[src/rtl/bsched_pkg.sv]
package bsched_pkg;
    localparam int unsigned NUM_ENT  = 8;
    localparam int unsigned NUM_BANK = 4;
    localparam int unsigned ROW_W    = 8;
    localparam int unsigned COL_W    = 6;
    localparam int unsigned DATA_W   = 16;
    localparam int unsigned TAG_W    = 4;
    localparam int unsigned STAMP_W  = 8;
    localparam int unsigned LONG_LEN = 3;

    localparam int unsigned BANK_W = (NUM_BANK > 1) ? $clog2(NUM_BANK) : 1;
    localparam int unsigned IDX_W  = (NUM_ENT > 1) ? $clog2(NUM_ENT) : 1;

    typedef struct packed {
        logic               vld;
        logic               wr;
        logic [BANK_W-1:0]  bank;
        logic [ROW_W-1:0]   row;
        logic [COL_W-1:0]   col;
        logic [DATA_W-1:0]  data;
        logic [TAG_W-1:0]   tag;
        logic [STAMP_W-1:0] bstamp;
        logic [STAMP_W-1:0] seq;
    } ent_t;

    typedef ent_t [NUM_ENT-1:0] pool_t;

    // ordering key of one entry, compared by rank_beats
    typedef struct packed {
        logic               lng;
        logic [STAMP_W-1:0] bstamp;
        logic               wr;
        logic [STAMP_W-1:0] seq;
    } rank_t;

    typedef struct packed {
        logic              vld;
        logic [BANK_W-1:0] bank;
        rank_t             rk;
    } key_t;

    typedef key_t [NUM_ENT-1:0] keys_t;

    // a is older than b when (a - b) wraps negative
    function automatic logic stamp_older(input logic [STAMP_W-1:0] a,
                                         input logic [STAMP_W-1:0] b);
        logic [STAMP_W-1:0] diff;
        diff = a - b;
        return diff[STAMP_W-1];
    endfunction

    function automatic logic rank_beats(input rank_t a, input rank_t b);
        if (a.lng != b.lng)       return a.lng;
        if (a.bstamp != b.bstamp) return stamp_older(a.bstamp, b.bstamp);
        if (a.wr != b.wr)         return !a.wr;
        return stamp_older(a.seq, b.seq);
    endfunction
endpackage

[src/rtl/bsched_bank_arb.sv]
module bsched_bank_arb
    import bsched_pkg::*;
#(
    parameter int unsigned BANK_ID = 0
) (
    input  keys_t             keys,
    input  logic              tok,
    output logic              nom_vld,
    output logic [IDX_W-1:0]  nom_idx
);
    logic             found;
    logic [IDX_W-1:0] best;

    always_comb begin
        found = 1'b0;
        best  = '0;
        for (int i = 0; i < NUM_ENT; i++) begin
            if (tok && keys[i].vld && keys[i].bank == BANK_W'(BANK_ID)) begin
                if (!found || rank_beats(keys[i].rk, keys[best].rk)) begin
                    found = 1'b1;
                    best  = IDX_W'(i);
                end
            end
        end
        nom_vld = found;
        nom_idx = best;
    end
endmodule

[src/rtl/bsched_chan_sel.sv]
module bsched_chan_sel
    import bsched_pkg::*;
(
    input  logic [NUM_BANK-1:0]  nom_vld,
    input  rank_t [NUM_BANK-1:0] nom_rk,
    output logic                 gnt_vld,
    output logic [BANK_W-1:0]    gnt_bank
);
    logic              found;
    logic [BANK_W-1:0] best;

    always_comb begin
        found = 1'b0;
        best  = '0;
        for (int b = 0; b < NUM_BANK; b++) begin
            if (nom_vld[b]) begin
                if (!found || rank_beats(nom_rk[b], nom_rk[best])) begin
                    found = 1'b1;
                    best  = BANK_W'(b);
                end
            end
        end
        gnt_vld  = found;
        gnt_bank = best;
    end
endmodule

[src/rtl/burst_dram_sched.sv]
module burst_dram_sched
    import bsched_pkg::*;
(
    input  logic                clk,
    input  logic                rst_n,
    input  logic                req_valid,
    output logic                req_ready,
    input  logic                req_wr,
    input  logic [BANK_W-1:0]   req_bank,
    input  logic [ROW_W-1:0]    req_row,
    input  logic [COL_W-1:0]    req_col,
    input  logic [DATA_W-1:0]   req_data,
    input  logic [TAG_W-1:0]    req_tag,
    input  logic [NUM_BANK-1:0] timing_ok,
    output logic                cmd_valid,
    output logic                cmd_wr,
    output logic [BANK_W-1:0]   cmd_bank,
    output logic [ROW_W-1:0]    cmd_row,
    output logic [COL_W-1:0]    cmd_col,
    output logic [DATA_W-1:0]   cmd_data,
    output logic [TAG_W-1:0]    cmd_tag,
    output logic                rsp_valid,
    output logic [TAG_W-1:0]    rsp_tag,
    output logic [DATA_W-1:0]   rsp_data
);
    typedef struct packed {
        pool_t              pool;
        logic [STAMP_W-1:0] stamp;
        logic               cmd_vld;
        logic               cmd_wr;
        logic [BANK_W-1:0]  cmd_bank;
        logic [ROW_W-1:0]   cmd_row;
        logic [COL_W-1:0]   cmd_col;
        logic [DATA_W-1:0]  cmd_data;
        logic [TAG_W-1:0]   cmd_tag;
        logic               rsp_vld;
        logic [TAG_W-1:0]   rsp_tag;
        logic [DATA_W-1:0]  rsp_data;
    } st_t;

    st_t st_q, st_d;

    keys_t                          keys;
    logic [NUM_ENT-1:0]             long_v;
    logic                           full;
    logic [IDX_W-1:0]               free_idx;
    logic                           fwd_hit;
    logic [DATA_W-1:0]              fwd_data;
    logic [STAMP_W-1:0]             fwd_seq;
    logic                           join_hit;
    logic [STAMP_W-1:0]             join_stamp;
    logic [NUM_BANK-1:0]            nom_vld;
    logic [NUM_BANK-1:0][IDX_W-1:0] nom_idx;
    rank_t [NUM_BANK-1:0]           nom_rk;
    logic                           gnt_vld;
    logic [BANK_W-1:0]              gnt_bank;
    logic [IDX_W-1:0]               gnt_idx;

    // pool observation: burst lengths, keys, free slot, join and forward lookups
    always_comb begin
        int unsigned cnt;
        full       = 1'b1;
        free_idx   = '0;
        fwd_hit    = 1'b0;
        fwd_data   = '0;
        fwd_seq    = '0;
        join_hit   = 1'b0;
        join_stamp = st_q.stamp;
        for (int i = 0; i < NUM_ENT; i++) begin
            cnt = 0;
            for (int j = 0; j < NUM_ENT; j++) begin
                if (st_q.pool[i].vld && st_q.pool[j].vld &&
                    st_q.pool[i].bank == st_q.pool[j].bank &&
                    st_q.pool[i].row == st_q.pool[j].row)
                    cnt++;
            end
            long_v[i]         = (cnt >= LONG_LEN);
            keys[i].vld       = st_q.pool[i].vld;
            keys[i].bank      = st_q.pool[i].bank;
            keys[i].rk.lng    = long_v[i];
            keys[i].rk.bstamp = st_q.pool[i].bstamp;
            keys[i].rk.wr     = st_q.pool[i].wr;
            keys[i].rk.seq    = st_q.pool[i].seq;
        end
        for (int i = NUM_ENT - 1; i >= 0; i--) begin
            if (!st_q.pool[i].vld) begin
                full     = 1'b0;
                free_idx = IDX_W'(i);
            end
        end
        for (int i = 0; i < NUM_ENT; i++) begin
            if (st_q.pool[i].vld && st_q.pool[i].bank == req_bank &&
                st_q.pool[i].row == req_row) begin
                if (!join_hit) join_stamp = st_q.pool[i].bstamp;
                join_hit = 1'b1;
                if (st_q.pool[i].wr && st_q.pool[i].col == req_col &&
                    (!fwd_hit || stamp_older(fwd_seq, st_q.pool[i].seq))) begin
                    fwd_hit  = 1'b1;
                    fwd_seq  = st_q.pool[i].seq;
                    fwd_data = st_q.pool[i].data;
                end
            end
        end
    end

    for (genvar b = 0; b < NUM_BANK; b++) begin : g_bank
        bsched_bank_arb #(.BANK_ID(b)) i_arb (
            .keys    (keys),
            .tok     (timing_ok[b]),
            .nom_vld (nom_vld[b]),
            .nom_idx (nom_idx[b])
        );
        assign nom_rk[b] = keys[nom_idx[b]].rk;
    end

    bsched_chan_sel i_sel (
        .nom_vld  (nom_vld),
        .nom_rk   (nom_rk),
        .gnt_vld  (gnt_vld),
        .gnt_bank (gnt_bank)
    );

    assign gnt_idx   = nom_idx[gnt_bank];
    assign req_ready = !full;

    always_comb begin
        st_d         = st_q;
        st_d.cmd_vld = gnt_vld;
        if (gnt_vld) begin
            st_d.cmd_wr   = st_q.pool[gnt_idx].wr;
            st_d.cmd_bank = st_q.pool[gnt_idx].bank;
            st_d.cmd_row  = st_q.pool[gnt_idx].row;
            st_d.cmd_col  = st_q.pool[gnt_idx].col;
            st_d.cmd_data = st_q.pool[gnt_idx].data;
            st_d.cmd_tag  = st_q.pool[gnt_idx].tag;
            st_d.pool[gnt_idx].vld = 1'b0;
        end
        st_d.rsp_vld = 1'b0;
        if (req_valid && !full) begin
            if (!req_wr && fwd_hit) begin
                st_d.rsp_vld  = 1'b1;
                st_d.rsp_tag  = req_tag;
                st_d.rsp_data = fwd_data;
            end else begin
                st_d.pool[free_idx].vld    = 1'b1;
                st_d.pool[free_idx].wr     = req_wr;
                st_d.pool[free_idx].bank   = req_bank;
                st_d.pool[free_idx].row    = req_row;
                st_d.pool[free_idx].col    = req_col;
                st_d.pool[free_idx].data   = req_data;
                st_d.pool[free_idx].tag    = req_tag;
                st_d.pool[free_idx].bstamp = join_hit ? join_stamp : st_q.stamp;
                st_d.pool[free_idx].seq    = st_q.stamp;
                st_d.stamp                 = st_q.stamp + 1'b1;
            end
        end
    end

    always_ff @(posedge clk or negedge rst_n) begin
        if (!rst_n) st_q <= '0;
        else        st_q <= st_d;
    end

    assign cmd_valid = st_q.cmd_vld;
    assign cmd_wr    = st_q.cmd_wr;
    assign cmd_bank  = st_q.cmd_bank;
    assign cmd_row   = st_q.cmd_row;
    assign cmd_col   = st_q.cmd_col;
    assign cmd_data  = st_q.cmd_data;
    assign cmd_tag   = st_q.cmd_tag;
    assign rsp_valid = st_q.rsp_vld;
    assign rsp_tag   = st_q.rsp_tag;
    assign rsp_data  = st_q.rsp_data;
endmodule

[config.mk]
export PLATFORM = sky130hd
export DESIGN_NAME = burst_dram_sched
export DESIGN_NICKNAME = d
export VERILOG_FILES = /design/src/rtl/bsched_pkg.sv /design/src/rtl/bsched_bank_arb.sv /design/src/rtl/bsched_chan_sel.sv /design/src/rtl/burst_dram_sched.sv
export SDC_FILE = /design/constraint.sdc
export NUM_CORES = 2
export LEC_CHECK = 0
export BUFFER_PORTS_ARGS = -buffer_cell sky130_fd_sc_hd__buf_4
export CELL_PAD_IN_SITES_DETAIL_PLACEMENT = 1
export CELL_PAD_IN_SITES_GLOBAL_PLACEMENT = 1
export CORE_UTILIZATION = 35
export CTS_BUF_LIST = sky130_fd_sc_hd__clkbuf_8
export DETAILED_ROUTE_END_ITERATION = 10
export GPL_TIMING_DRIVEN = 0
export PLACE_DENSITY_LB_ADDON = 0.08
export SLEW_MARGIN = 40
export SYNTH_ARGS = -nofsm -noshare
export SYNTH_HDL_FRONTEND = slang
export SYNTH_SLANG_ARGS = --single-unit
export TNS_END_PERCENT = 30
[constraint.sdc]
create_clock -name clk -period 38.2 [get_ports clk]
set_input_delay 11.46 -clock clk [delete_from_list [all_inputs] [get_ports clk]]
set_output_delay 11.46 -clock clk [all_outputs]
set_load 0.005 [all_outputs]
==> impl_metrics.env <==
export IMPL_worstPathRequired_ns=38.95
export IMPL_fill_cells=20994
export IMPL_via_count=75782
export IMPL_design_die_area_um2=174000
export IMPL_slew_limit_headroom_pct=28.5
export IMPL_detailed_place_area_um2=65600
export IMPL_dr_first_iter_drc_count=10483
export IMPL_critPathCaptureType="flip-flop"
export IMPL_cts_reportedPaths_clkPinSlew_ns=0.06
export IMPL_layout_drive_gt1_share_pct=21.1
export IMPL_post_drt_wl_per_cell_um=41.9
export IMPL_ys_flop_type="dfrtp_1"
export IMPL_flow_area_growth_from_synthesis_pct=23.1
export IMPL_path_class="in2reg"
export IMPL_hold_path_class="reg2reg"
export IMPL_syn_inst=8189
export IMPL_grt_start_max_net_pins=73
export IMPL_setup_tns_ns=-92.98
export IMPL_multi_input_area_um2=46700
export IMPL_fraction_of_the_yosys_area_taken_by_sequential_cells_pct=20.7
export IMPL_io_pin_count=104
export IMPL_synth_seq_cells=499
export IMPL_rsz_0062_raised_after_global_routing="true"
export IMPL_synth_top_area_share_pct=20.7
export IMPL_cts_max_path_buffers=3
export IMPL_final_critical_path_setup_slack_ns=-2.17
export IMPL_post_dp_hpwl_um=349000
export IMPL_drcViolationCount=0
export IMPL_all_layer_global_routing_usage_pct=51.8
export IMPL_final_instance_count_excl_fill=11148
export IMPL_run_status="complete, but fails checks"
export IMPL_die_height_um=417
export IMPL_final_min_clock_period_ns=40.37
export IMPL_synthTopCellsByArea="dfrtp_1 21%, nand2_1 9.7%, ha_1 9.6%, o21ai_0 4.7%, a21oi_1 4.6%"
export IMPL_cp_slowest_stage_delay_ns=0.86
export IMPL_drt_pass1_iter_count=7
export IMPL_drv_max_cap_violation_count=0
export IMPL_setup_violations=55
export IMPL_worstSetupStartpointType="input pin"
export IMPL_synth_common_cells="1564 x nand2_1, 571 x o21ai_0, 549 x a21oi_1"
export IMPL_clock_latency_ns=0.96
export IMPL_number_of_buffers_created_by_cts=97
export IMPL_hold_viol_final=0
export IMPL_synth_async_sr_flop_share_pct=100
export IMPL_route_antenna_remaining_nets=0
export IMPL_grt_pass1_wl_um=618000
export IMPL_synth_enable_flop_cells=0
export IMPL_start_util_pct=35.2
export IMPL_synth_area_leader_cell="dfrtp_1"
export IMPL_dp_cells=10612
export IMPL_finalWirelength_um=468000
export IMPL_fin_skew_ns=0.0889
export IMPL_syn_cell_area_um2=60400
export IMPL_final_net_count=9209
export IMPL_synth_area_per_cell_um2=7.37
export IMPL_cp_arrival_ns=41.12
export IMPL_clock_tree_root_cell="clkbuf_8"
export IMPL_gp_routability_congestion=1.14
export IMPL_grt_overflow=0
export IMPL_synth_fp_nets=8697
export IMPL_synth_cell_type_count=120
export IMPL_core_region_area_um2=172000
export IMPL_synth_warning_count=0
export IMPL_most_numerous_cell_in_the_yosys_netlist="nand2_1"
export IMPL_layout_worst_path_cycle_share_pct=106
export IMPL_crit_path_max_fanout=10
export IMPL_ctsHtreeMaxLevel=3
export IMPL_antenna_found_initial=69
export IMPL_final_max_slew_violation_count=0
export IMPL_violated_checks="negative setup slack"
export IMPL_grt_pass1_vias=71485
export IMPL_cts_tree="done"
export IMPL_ff_latch_area_um2=12500
export IMPL_fp_dieW_um=417
export IMPL_core_rowCount=152
export IMPL_crit_path_top_delay_cell="a21oi_1"
export IMPL_numPortBuffers=65
export IMPL_holdBufCountCts=0
export IMPL_worstMarginPinSlew_ns=1.04
export IMPL_achievable_frequency_mhz=24.8
export IMPL_avgViaCountPerCell=6.80
export IMPL_fin_area_um2=74300
export IMPL_cts_num_sinks=499
## through the flow
step / util, % / hold WS, ns / worst slack, ns
after global placement: 37.3 / 0.453 / -13.49
after floorplan: - / 0.438 / 0.00373
after global routing: 43.3 / 0.480 / -2.40
after detailed placement: 38.2 / 0.457 / -13.25
after CTS: 42.2 / 0.469 / -1.41
final: 43.3 / 0.466 / -2.17
## layer usage
metal  up-vias  track usage, %  share of wire, %
met5         -               0             0.031
met1     37755            62.1                37
met3      1932            18.0                12
li1      30129               -                 -
met2      5946            73.4                40
met4        20            44.3                10
## cell families after synthesis
kind of cell             after synthesis  synth area share (%)
flip-flops                           499                  20.7
multiplexers                         513                  9.46
AND/OR/NAND/NOR                     3017                  22.4
XOR/XNOR                             573                  8.51
buffers and inverters               1006                  6.84
AO/OA/AOI/OAI                       2101                  22.3
adder cells (fa/ha/maj)              480                  9.89
## sequential cells by signal, summed over array words and instances, names as in the netlist
name       flops
rsp_valid      1
rsp_data      16
cmd_wr         1
cmd_bank       2
cmd_data      16
cmd_tag        4
cmd_row        8
keys         160
rsp_tag        4
cmd_valid      1
st_q         280
cmd_col        6
## path summary, 6_finish.rpt
kind,from,endpoint,slack (ns),cells past startpoint
max in group asynchronous,rst_n,st_q[259],26.39,4
worst max register to register,keys[41],cmd_col[1],1.13,171
worst min-delay path,rsp_tag[0],rsp_tag[0],0.47,2
min in group asynchronous,rst_n,keys[52],10.38,1
worst max-delay path,timing_ok[1],cmd_col[1],-2.17,152
worst min register to register,rsp_tag[0],rsp_tag[0],0.47,2
## placed cells by master, fill, tap and decap left out, drive strengths merged, types with 24 or more instances in the layout
master | synthesis | final
o211ai | 113 | 113
nand4 | 115 | 115
buf | 219 | 674
nor2 | 542 | 542
a221oi | 45 | 45
mux2i | 238 | 238
a221o | 31 | 31
and2 | 46 | 46
o21a | 78 | 78
a31oi | 99 | 99
a211oi | 84 | 84
xor2 | 293 | 293
and3 | 69 | 69
a2111oi | 31 | 31
ha | 464 | 464
a21o | 78 | 78
nand2b | 81 | 81
dfrtp | 499 | 499
o21ai | 614 | 614
nor2b | 94 | 94
o31ai | 36 | 36
a22o | 29 | 29
a31o | 24 | 24
o22ai | 40 | 40
nor4 | 108 | 108
clkbuf | 491 | 561
inv | 283 | 318
nand3 | 171 | 171
nand2 | 1564 | 1564
diode | 0 | 69
xnor2 | 272 | 272
mux2 | 256 | 256
nor3 | 106 | 106
o221ai | 34 | 34
a21oi | 553 | 553
## timing repair
item,4_1_cts,5_1_grt
gates resized for setup,742,316
setup endpoints to repair,45,45
buffers inserted,220,87
gates cloned,4,3
pin swaps,169,160
## layout make-up
| class | instances | share of cell area (%) |
|---|---|---|
| inverters | 296 | 1.53 |
| plain buffers | 700 | 6.42 |
| clock inverters | 55 | 0.683 |
| well taps | 2310 | 3.89 |
| clock buffers | 112 | 2.07 |
| multi-input cells | 6684 | 62.8 |
| flip-flops and latches | 499 | 16.9 |
| repair buffers | 423 | 5.55 |
| diodes | 69 | 0.232 |
## critical path: cells and delay by family
family	cells	cell delay, ns
fa+ha+maj	13	3.93
simple gates	41	5.33
mux	1	0.32
compound gates	62	13.84
xor+xnor	4	0.82
buf+inv	31	5.18
Power is not shown: default switching activity piles up to over one toggle a cycle in this logic, so the estimate is an artifact.
